File: src/rtl/cal_pulse_pkg.sv
package cal_pulse_pkg;
  typedef enum logic [1:0] {
    CMD_NOP   = 2'b00,
    CMD_FIRE  = 2'b01,
    CMD_RESET = 2'b10,
    CMD_SPARE = 2'b11
  } cal_cmd_e;

  // word indices (address bits [4:2]) of the non-pattern registers
  localparam int unsigned REG_IDX_DAC = 4;
  localparam int unsigned REG_IDX_DLY = 5;
  localparam int unsigned REG_IDX_CNT = 6;
  // bit position of the second delay field inside its register
  localparam int unsigned DLY_B_LSB   = 8;
endpackage

File: src/rtl/cal_regfile.sv
module cal_regfile
  import cal_pulse_pkg::*;
#(
  parameter int unsigned NUM_CH  = 128,
  parameter int unsigned WORD_W  = 32,
  parameter int unsigned DAC_W   = 16,
  parameter int unsigned DLY_W   = 5,
  parameter int unsigned DLY_MAX = 24,
  parameter int unsigned CNT_W   = 11,
  parameter int unsigned ADDR_W  = 5
) (
  input  logic              clk,
  input  logic              rst_n,
  input  logic              wr,
  input  logic [ADDR_W-1:0] addr,
  input  logic [WORD_W-1:0] wdata,
  input  logic [CNT_W-1:0]  cnt_val,
  output logic [WORD_W-1:0] rdata,
  output logic [NUM_CH-1:0] enables,
  output logic [DAC_W-1:0]  dac,
  output logic [DLY_W-1:0]  dly_a,
  output logic [DLY_W-1:0]  dly_b,
  output logic              cnt_clr
);
  localparam int unsigned NUM_WORDS = NUM_CH / WORD_W;
  localparam int unsigned IDX_W     = ADDR_W - 2;

  logic [WORD_W-1:0] en_q [NUM_WORDS];
  logic [DAC_W-1:0]  dac_q;
  logic [DLY_W-1:0]  dly_a_q, dly_b_q;
  logic [IDX_W-1:0]  idx;
  logic              aligned;

  assign idx     = addr[ADDR_W-1:2];
  assign aligned = (addr[1:0] == 2'b00);

  function automatic logic [DLY_W-1:0] clamp_dly(input logic [DLY_W-1:0] v);
    return (v > DLY_W'(DLY_MAX)) ? DLY_W'(DLY_MAX) : v;
  endfunction

  always_ff @(posedge clk or negedge rst_n) begin
    if (!rst_n) begin
      for (int w = 0; w < NUM_WORDS; w++) en_q[w] <= '0;
      dac_q   <= '0;
      dly_a_q <= '0;
      dly_b_q <= '0;
    end else if (wr && aligned) begin
      for (int w = 0; w < NUM_WORDS; w++)
        if (idx == IDX_W'(w)) en_q[w] <= wdata;
      if (idx == IDX_W'(REG_IDX_DAC)) dac_q <= wdata[DAC_W-1:0];
      if (idx == IDX_W'(REG_IDX_DLY)) begin
        dly_a_q <= clamp_dly(wdata[DLY_W-1:0]);
        dly_b_q <= clamp_dly(wdata[DLY_B_LSB +: DLY_W]);
      end
    end
  end

  assign cnt_clr = wr && aligned && (idx == IDX_W'(REG_IDX_CNT));

  always_comb begin
    rdata = '0;
    if (aligned) begin
      for (int w = 0; w < NUM_WORDS; w++)
        if (idx == IDX_W'(w)) rdata = en_q[w];
      if (idx == IDX_W'(REG_IDX_DAC)) rdata = WORD_W'(dac_q);
      if (idx == IDX_W'(REG_IDX_DLY)) begin
        rdata[DLY_W-1:0]           = dly_a_q;
        rdata[DLY_B_LSB +: DLY_W]  = dly_b_q;
      end
      if (idx == IDX_W'(REG_IDX_CNT)) rdata = WORD_W'(cnt_val);
    end
  end

  for (genvar w = 0; w < NUM_WORDS; w++) begin : g_en_word
    assign enables[w*WORD_W +: WORD_W] = en_q[w];
  end

  assign dac   = dac_q;
  assign dly_a = dly_a_q;
  assign dly_b = dly_b_q;
endmodule

File: src/rtl/cal_window_gen.sv
module cal_window_gen
  import cal_pulse_pkg::*;
#(
  parameter int unsigned WIN_LEN = 4
) (
  input  logic       clk,
  input  logic       rst_n,
  input  logic       cmd_valid,
  input  logic [1:0] cmd_code,
  output logic       window,
  output logic       fire_accept,
  output logic       reset_cmd,
  output logic       rst_strobe
);
  localparam int unsigned LW = $clog2(WIN_LEN + 1);

  logic [LW-1:0] left_q;
  logic          rst_q;

  assign fire_accept = cmd_valid && (cmd_code == CMD_FIRE) && (left_q == '0);
  assign reset_cmd   = cmd_valid && (cmd_code == CMD_RESET);

  always_ff @(posedge clk or negedge rst_n) begin
    if (!rst_n) begin
      left_q <= '0;
      rst_q  <= 1'b0;
    end else begin
      rst_q <= reset_cmd;
      if (fire_accept)        left_q <= LW'(WIN_LEN);
      else if (left_q != '0)  left_q <= left_q - 1'b1;
    end
  end

  assign window     = (left_q != '0);
  assign rst_strobe = rst_q;
endmodule

File: src/rtl/cal_pulse_counter.sv
module cal_pulse_counter #(
  parameter int unsigned CNT_W = 11
) (
  input  logic             clk,
  input  logic             rst_n,
  input  logic             clear,
  input  logic             incr,
  output logic [CNT_W-1:0] count
);
  logic [CNT_W-1:0] count_q;

  always_ff @(posedge clk or negedge rst_n) begin
    if (!rst_n)     count_q <= '0;
    else if (clear) count_q <= '0;
    else if (incr)  count_q <= count_q + 1'b1;
  end

  assign count = count_q;
endmodule

File: src/rtl/cal_pulse_ctrl.sv
module cal_pulse_ctrl
  import cal_pulse_pkg::*;
#(
  parameter int unsigned NUM_CH  = 128,
  parameter int unsigned WORD_W  = 32,
  parameter int unsigned DAC_W   = 16,
  parameter int unsigned DLY_W   = 5,
  parameter int unsigned DLY_MAX = 24,
  parameter int unsigned CNT_W   = 11,
  parameter int unsigned ADDR_W  = 5,
  parameter int unsigned WIN_LEN = 4
) (
  input  logic              clk,
  input  logic              rst_n,
  input  logic              cmd_valid,
  input  logic [1:0]        cmd_code,
  input  logic              reg_wr,
  input  logic [ADDR_W-1:0] reg_addr,
  input  logic [WORD_W-1:0] reg_wdata,
  output logic [WORD_W-1:0] reg_rdata,
  output logic [DAC_W-1:0]  dac_code,
  output logic [DLY_W-1:0]  delay_a,
  output logic [DLY_W-1:0]  delay_b,
  output logic              cal_window,
  output logic              reset_pulse,
  output logic [NUM_CH-1:0] chan_pulse
);
  logic [NUM_CH-1:0] enables;
  logic [CNT_W-1:0]  count;
  logic              cnt_clr, fire_accept, reset_cmd;

  cal_regfile #(
    .NUM_CH(NUM_CH), .WORD_W(WORD_W), .DAC_W(DAC_W), .DLY_W(DLY_W),
    .DLY_MAX(DLY_MAX), .CNT_W(CNT_W), .ADDR_W(ADDR_W)
  ) u_regs (
    .clk(clk), .rst_n(rst_n), .wr(reg_wr), .addr(reg_addr), .wdata(reg_wdata),
    .cnt_val(count), .rdata(reg_rdata), .enables(enables), .dac(dac_code),
    .dly_a(delay_a), .dly_b(delay_b), .cnt_clr(cnt_clr)
  );

  cal_window_gen #(.WIN_LEN(WIN_LEN)) u_win (
    .clk(clk), .rst_n(rst_n), .cmd_valid(cmd_valid), .cmd_code(cmd_code),
    .window(cal_window), .fire_accept(fire_accept), .reset_cmd(reset_cmd),
    .rst_strobe(reset_pulse)
  );

  cal_pulse_counter #(.CNT_W(CNT_W)) u_cnt (
    .clk(clk), .rst_n(rst_n), .clear(cnt_clr || reset_cmd),
    .incr(fire_accept), .count(count)
  );

  assign chan_pulse = {NUM_CH{cal_window}} & enables;
endmodule

File: config.mk
export PLATFORM = sky130hd
export DESIGN_NAME = cal_pulse_ctrl
export DESIGN_NICKNAME = d
export VERILOG_FILES = /design/src/rtl/cal_pulse_pkg.sv /design/src/rtl/cal_regfile.sv /design/src/rtl/cal_window_gen.sv /design/src/rtl/cal_pulse_counter.sv /design/src/rtl/cal_pulse_ctrl.sv
export SDC_FILE = /design/constraint.sdc
export NUM_CORES = 1
export LEC_CHECK = 0
export ABC_CLOCK_PERIOD_IN_PS = 4100
export BUFFER_PORTS_ARGS = -buffer_cell sky130_fd_sc_hd__buf_2
export CAP_MARGIN = 10
export CORE_MARGIN = 2
export CORE_UTILIZATION = 55
export DETAILED_ROUTE_END_ITERATION = 8
export PLACE_DENSITY = 0.83
export SYNTH_ARGS = -nofsm -noshare
export SYNTH_HDL_FRONTEND = slang
export SYNTH_SLANG_ARGS = --single-unit
File: constraint.sdc
create_clock -name clk -period 4.1 [get_ports clk]
set_clock_uncertainty 0.15 [all_clocks]
set_input_delay 0.41 -clock clk [delete_from_list [all_inputs] [get_ports clk]]
set_output_delay 0.41 -clock clk [all_outputs]
set_load 0.005 [all_outputs]
==> impl_metrics.json <==
{
  "status": "completed",
  "p_clk_frac": 0.326,
  "grt_pass1_vias": 6817,
  "ff2ff_path_depth": 7,
  "dp_hpwl_um": 15500,
  "ys.flop_type": "dfrtp_1",
  "holdPathEnd": "u_win.rst_strobe",
  "vias_per_cell": 5.69,
  "power.switching_mw": 1.61,
  "async_flop_share": 1.00,
  "ios": 231,
  "synthToLayoutAreaGrowth_pct": 21.9,
  "slowest_stage": "inv_2",
  "synth_edf_count": 0,
  "wl_per_cell_um": 20.0,
  "track_usage": 0.278,
  "power_leakage_nw": 5.53,
  "gr-total-overflow": 0,
  "holdWs_ns": 0.0743,
  "cp_cell_sequence": "inv_1, ha_1, and2b_1, inv_2, buf_12, and2_1, buf_2",
  "seq_power_share": 0.398,
  "worstReg2RegEnd": "u_win.left_q[1]",
  "gp_routability_congestion": 0.925,
  "dieHeight_um": 131,
  "hold_viol": 0,
  "synth_top_cell_area_share": 0.475,
  "period_minus_slack_ns": 3.02,
  "drt_iter0_drc": 389,
  "maxCapViolations": 0,
  "port_buffers": 230,
  "synth_area_leader_cell": "dfrtp_1",
  "clockBufferDepth": 2,
  "numCtsBuffers": 17,
  "critPathKind": "reg -> out",
  "fillCellCount": 1162,
  "worstPathArrival_ns": 2.46,
  "slew_viol_final": 0,
  "synth_cell_types": 43,
  "ctsResizeCount": 0,
  "wirelength_um": 23700,
  "layout-drive-gt1-share": 0.470,
  "crit_fanout": 95,
  "critPathMaxStageDelay_ns": 0.43,
  "syn_avg_cell_area_um2": 11.9,
  "finalNetCount": 1003,
  "worstSkewPairLatency_ns": 0.42,
  "ant_nets": 0,
  "grt_max_degree": 96,
  "finalCritPeriodShare": 0.735,
  "power_mw": 5.62,
  "intPower_mw": 4.01,
  "synth_cells": 750,
  "rrSetupSlack_ns": 1.98,
  "grt_antenna_before_repair": 1,
  "cts.sinks": 169,
  "fmax_mhz": 332,
  "die_area_um2": 17200,
  "hold_depth": 2,
  "ir_worst_vdd_uv": 335,
  "syn_nets": 796,
  "hold_buffers": 1,
  "r2r-start": "u_win.left_q[0]",
  "worst_ep_required_time_ns": 3.54,
  "setup_viol": 0,
  "dr.pass1.iters": 5,
  "ys_seq_area_frac": 0.475,
  "worst_pin_slew_ns": 0.883,
  "cp-start-kind": "flip-flop",
  "synth_seq_cells": 169,
  "cts_tree": "yes",
  "min_from": "cmd_code[0]",
  "crit_path_end_kind": "primary output",
  "routed-via-count": 6753,
  "p_sw_frac": 0.286,
  "start_util": 0.563,
  "min_path_type": "in -> reg",
  "synth_area_um2": 8910,
  "placed_cells": 1153,
  "yosys_warnings": 0,
  "place_ws_ns": 1.17,
  "slew_headroom": 0.411,
  "cts_max_level": 4,
  "core-area_um2": 15800,
  "fin_setup_tns_ns": 0,
  "final_cells": 1187,
  "die_w_um": 131,
  "power_per_cell_area_nw_per_um2": 518,
  "postCtsSetupBuffers": 0,
  "drc": 0,
  "grt_pass1_wl_um": 37500,
  "ctsRootBufferMaster": "clkbuf_16",
  "clk_pin_slew_worst_paths_ns": 0.07,
  "p_comb_frac": 0.276,
  "rsz0062_at_grt": "false",
  "rows": 46,
  "synthTopCellsByArea": "dfrtp_1 47%, mux2_2 17%, and2_1 9.1%",
  "fin_ws_ns": 1.08
}
==> state kept, by name, summed over array words and instances (netlist names) <==
signal            flops
u_cnt.count          11
u_regs.dac           16
u_regs.dly_a          5
u_regs.dly_b          5
u_regs.enables      128
u_win.left_q          3
u_win.rst_strobe      1
==> synth_stat cells, types with 2 or more instances <==
cell,n
and3_1,16
dfrtp_1,169
and2_1,129
or2_2,2
mux2_2,132
a221oi_1,5
xnor2_1,8
nand2_4,3
a211oi_1,6
nand3_1,3
buf_6,7
nand4_1,9
a21oi_1,22
o21ai_0,31
nor2_1,27
nor2b_1,2
ha_1,3
buf_2,16
mux2i_1,9
o21a_1,2
mux4_2,24
o221a_2,2
nand3b_1,7
nand2_1,40
or3_1,4
nor3_1,3
a31oi_1,2
clkbuf_1,28
inv_1,6
nor4_1,4
mux2_4,17
==> worst max-delay path, delay by kind of cell, from the launching register on <==
family | cells | cell delay, ns
adder cells (fa/ha/maj) | 1 | 0.23
buffers and inverters | 4 | 0.95
flip-flops | 1 | 0.37
AND/OR/NAND/NOR | 2 | 0.42
==> final cells by class <==
class	count	area (µm²)	share of cell area
multi-input combinational	521	4380	0.403
sequential	169	4230	0.390
timing repair buffer	241	1270	0.117
clock buffer	20	457	0.0421
tap	216	270	0.0249
clock inverter	12	220	0.0203
inverter	7	26.3	0.00242
antenna	1	2.50	0.000231
==> cell usage in the layout, fill, tap and decap left out, types with 9 or more instances in the layout <==
cell,instances
mux2i_1,9
buf_2,228
buf_4,9
o21ai_0,31
mux2_2,132
nor2_1,26
nand2_1,40
dfrtp_1,169
a21oi_1,22
nand4_1,9
and3_1,16
mux4_2,24
and2_1,129
mux2_4,17
clkbuf_16,17
==> cell families after synthesis <==
| family | after synthesis | share of synthesized area |
|---|---|---|
| AND/OR/NAND/NOR | 255 | 0.165 |
| XOR/XNOR | 8 | 0.00787 |
| AO/OA/AOI/OAI | 73 | 0.0482 |
| multiplexers | 182 | 0.266 |
| buffers and inverters | 60 | 0.0339 |
| flip-flops | 169 | 0.475 |
| adder cells (fa/ha/maj) | 3 | 0.00422 |
==> worst max path at each step <==
stage | start | slack [ns] | to
after floorplan | reg_addr[2] | 1.96 | reg_rdata[21]
after global placement | reg_addr[3] | 1.23 | reg_rdata[12]
after detailed placement | reg_addr[3] | 1.17 | reg_rdata[12]
after CTS | u_win.left_q[0] | 1.07 | chan_pulse[93]
after global routing | u_win.left_q[0] | 0.89 | chan_pulse[54]
final | u_win.left_q[0] | 1.08 | chan_pulse[93]
==> routing by layer <==
metal | routed length [µm] | track usage | vias to the layer above
met4 | 592 | 0.108 | 0
met1 | 10000 | 0.367 | 3398
met3 | 1320 | 0.0544 | 47
met2 | 11800 | 0.456 | 263
met5 | 0 | 0 | -
li1 | - | - | 3045
==> power groups by stage <==
stage / clock, mW / sequential, mW / combinational, mW
6_report: 1.83 / 2.24 / 1.55
5_1_grt: 1.93 / 2.28 / 1.70
4_1_cts: 1.85 / 2.23 / 1.57
3_5_place_dp: 0 / 2.26 / 1.55
3_3_place_gp: 0 / 2.24 / 1.51
2_1_floorplan: 0 / 2.17 / 0.935
==> stage by stage <==
step / utilization / area [µm²]
after floorplan: - / 8910
after global placement: 0.642 / 10200
after detailed placement: 0.642 / 10200
after CTS: 0.686 / 10900
after global routing: 0.686 / 10900
final: 0.686 / 10900
(Power assumes the default switching activity.)
